## src/rtl/seq_ctrl5.sv

```systemverilog
module seq_ctrl5 (
  input  logic       clk,
  input  logic       rst_n,
  input  logic       go_in,
  input  logic       park_in,
  output logic [2:0] state_o,
  output logic       mealy_out,
  output logic       moore_out
);

  typedef enum logic [2:0] {
    ST_IDLE  = 3'b000,
    ST_ARM   = 3'b001,
    ST_STEP  = 3'b010,
    ST_PARK  = 3'b011,
    ST_FIRE  = 3'b100
  } st_t;

  st_t cur_q, nxt;
  logic mealy_c, moore_c;

  always_ff @(posedge clk or negedge rst_n) begin
    if (!rst_n) cur_q <= ST_IDLE;
    else        cur_q <= nxt;
  end

  always_comb begin
    nxt     = ST_IDLE;
    mealy_c = 1'b0;
    moore_c = 1'b0;
    case (cur_q)
      ST_IDLE: begin
        nxt     = go_in ? ST_ARM : ST_IDLE;
        mealy_c = ~go_in;
      end
      ST_ARM: begin
        nxt     = go_in ? ST_STEP : ST_IDLE;
        mealy_c = go_in;
      end
      ST_STEP: begin
        nxt = ST_PARK;
      end
      ST_PARK: begin
        moore_c = 1'b1;
        if (park_in) begin
          nxt = ST_PARK;
        end else begin
          nxt     = go_in ? ST_FIRE : ST_IDLE;
          mealy_c = 1'b1;
        end
      end
      ST_FIRE: begin
        moore_c = 1'b1;
        nxt     = ST_IDLE;
      end
      default: begin
        nxt = ST_IDLE;
      end
    endcase
  end

  assign state_o   = cur_q;
  assign mealy_out = mealy_c;
  assign moore_out = moore_c;

endmodule

```

## config.mk

```make
export PLATFORM = sky130hd
export DESIGN_NAME = seq_ctrl5
export DESIGN_NICKNAME = d
export VERILOG_FILES = /design/src/rtl/seq_ctrl5.sv
export SDC_FILE = /design/constraint.sdc
export NUM_CORES = 1
export LEC_CHECK = 0
export CAP_MARGIN = 20
export CORE_AREA = 2 2 39 41
export CTS_CLUSTER_DIAMETER = 50
export CTS_CLUSTER_SIZE = 8
export DETAILED_ROUTE_END_ITERATION = 7
export DIE_AREA = 0 0 41 43
export HOLD_SLACK_MARGIN = 0.12
export PLACE_DENSITY = 0.41
export SETUP_SLACK_MARGIN = 0.5
export SYNTH_ARGS = -nofsm -noshare
export SYNTH_HDL_FRONTEND = slang
export SYNTH_SLANG_ARGS = --single-unit
```

## constraint.sdc

```tcl
create_clock -name clk -period 1.4 [get_ports clk]
set_input_delay 0.21 -clock clk [delete_from_list [all_inputs] [get_ports clk]]
set_output_delay 0.21 -clock clk [all_outputs]
set_load 0.05 [all_outputs]
```

==> flow_summary.toml <==
[run_status]
status = "finished with violations"
violations = "negative setup slack"

[power_and_ir_drop]
peakVddDrop_mv = 0.771
p_per_area_mw_per_mm2 = 2610
leakage_nw = 0.199

[sta]
maxSlewHeadroom_pct = 88.0
final_max_slew_viol_count = 0
finalSetupViolCount = 2
skew_ps = 1.85
whs_ps = 154
max_freq_mhz = 700
grt_setup_unrepaired = "true"
worst_slack_ps = -28.6
worst_pin_slew_ps = 179
period_share_pct = 102
post-route-min-period_ps = 1430
hold_violations = 0

[job]
maxCapViolCount = 0

[synth]
ys_types = 12
synth-seq-area-share_pct = 45.8
synth_xor_area_share_pct = 0
syn_area_sq_um = 164
synth-compound-area-share_pct = 15.3
synthesis.nets = 23
synth-seq-cells = 3
synthAdderAreaFrac_pct = 0
synth_cells = 19
ys.warnings.count = 0
muxShareOfSynthArea_pct = 0
synth_top_family_by_area = "simple AND/OR/NAND/NOR gates"
synth-simple-area-share_pct = 36.6
syn_area_per_cell_sq_um = 8.63

[setup_path]
crit_fanout = 3
cp.required_ps = 1190
path_cells = "clkdlybuf4s50_1 > or2b_1 > nand3_2 > o21ai_4 > buf_12"
critPathMaxStageDelay_ps = 450
crit_arrival_ps = 1220
critPathLaunchType = "primary input"
crit_path_end_kind = "output pin"
criticalPathCategory = "in -> out"
cpMaxStageDelayCell = "clkdlybuf4s50_1"

[placed_design]
numPortBuffers = 8
place_area_sq_um = 353
dpl.hpwl_um = 338
gp_congestion = 0.651

[detailed_routing]
wl_per_cell_um = 8.88
antenna_left = 0
drc = 0
vias = 217
routed_via_density = 3.81
drt_wl_total_um = 506
dr.pass1.iters = 4
drt_iter0_drc = 6

[cts]
cts_buffer_depth = 2
h-tree-depth = 1
cts_tree = "done"
cts_buffers = 3
root_buffer = "clkbuf_4"
cts.sinks = 3
cts.clk_slew.worst_paths_ps = 40
cts_hold_buf = 0
clk_latency_ps = 230

[cells_and_area]
antenna_cells = 0
largest_register_ffs = 3
drive_above_1_share_pct = 68.3
final_nets = 46
synthToLayoutAreaGrowth_pct = 182
final_area_sq_um = 462

[global_route]
grt_pass1_wl_um = 834
grt_max_degree = 7
antenna_found_initial = 0
overflow = 0
grt_usage_pct = 7.63
first_global_vias = 227

[floorplanning]
ios = 9
rows = 14
fp.dieW_um = 41
start_util_pct = 11.8
dieHeight_um = 43
core-area_sq_mm = 0.00138
die_area_sq_mm = 0.00176

[min_path]
hp-class = "in -> async"
final timing paths:
kind	start	slack (ps)	endpoint	cells past startpoint
min in group clk	state_o[1]	580	state_o[1]	2
worst max register to register	state_o[0]	130	state_o[2]	6
worst min-delay path	rst_n	150	state_o[1]	1
worst max-delay path	go_in	-30	mealy_out	5
max in group asynchronous	rst_n	1090	state_o[0]	1
worst min register to register	state_o[1]	580	state_o[1]	2
cell usage in the layout, fill, tap and decap left out, types with 2 or more instances in the layout:
cell type and n:
a21oi_1 2, clkbuf_4 3, buf_4 6, buf_6 4
buf_12 5, dfrtp_2 3, clkdlybuf4s50_1 3
cell families after synthesis:
| group | count (synthesis) |
|---|---|
| AND/OR/NAND/NOR | 10 |
| buffers and inverters | 1 |
| flip-flops | 3 |
| AO/OA/AOI/OAI | 5 |
per-layer routing:
layer / track usage, % / wire [um] / up-vias
met5: 0 / 0 / -
met4: 10.0 / 14 / 0
met3: 1.57 / 49 / 2
met2: 11.6 / 262 / 11
met1: 6.75 / 180 / 97
li1: - / - / 107
synthesized netlist by cell type, drive strengths merged:
library cell / count / area share, %
nand3b: 1 / 4.6
nand3: 1 / 3.1
nand2b: 1 / 3.8
or2: 1 / 3.8
dfrtp: 3 / 46
o21ai: 3 / 9.2
a21oi: 2 / 6.1
nor2: 2 / 4.6
nor3b: 1 / 7.6
inv: 1 / 2.3
nand2: 2 / 4.6
or2b: 1 / 4.6
per-stage QoR:
| stage | power (W) | setup slack, ps | setup TNS, ps | cells | utilization [%] |
|---|---|---|---|---|---|
| global placement | 0.000898 | -42.8 | -42.8 | 45 | 25.5 |
| floorplan | 0.000551 | -38.0 | -38.0 | 19 | - |
| CTS | 0.00120 | -32.0 | -58.0 | 56 | 32.5 |
| global route | 0.00128 | -90.0 | -177 | 57 | 33.4 |
| detailed placement | 0.000902 | -43.6 | -43.6 | 45 | 25.5 |
| finish | 0.00120 | -28.6 | -42.7 | 57 | 33.4 |
power breakdown:
| group | internal, W | switching, W | total, W |
|---|---|---|---|
| Clock | 0.000107 | 0.0000455 | 0.000152 |
| Combinational | 0.000462 | 0.000423 | 0.000885 |
| Sequential | 0.000126 | 0.0000412 | 0.000168 |
| Total | 0.000695 | 0.000510 | 0.00120 |
cell type report:
| cell class | instances | area, sq um |
|---|---|---|
| clock buffers | 4 | 26.3 |
| fillers | 142 | 922 |
| inverters | 1 | 3.75 |
| multi-input cells | 15 | 113 |
| flip-flops and latches | 3 | 78.8 |
| well taps | 16 | 20.0 |
| repair buffers | 18 | 220 |
critical path, delay by kind of cell:
kind / cells / cell delay (ps)
buffers and inverters: 2 / 600
AND/OR/NAND/NOR: 2 / 350
AO/OA/AOI/OAI: 1 / 70
what timing repair did:
action	CTS	global route
endpoints found under the hold margin	0	0
setup buffers	7	1
cloned	0	0
gates resized for setup	6	1
pin swaps	7	1
endpoints found under the setup margin	8	8
No activity file was read; power rests on OpenSTA's default activity.
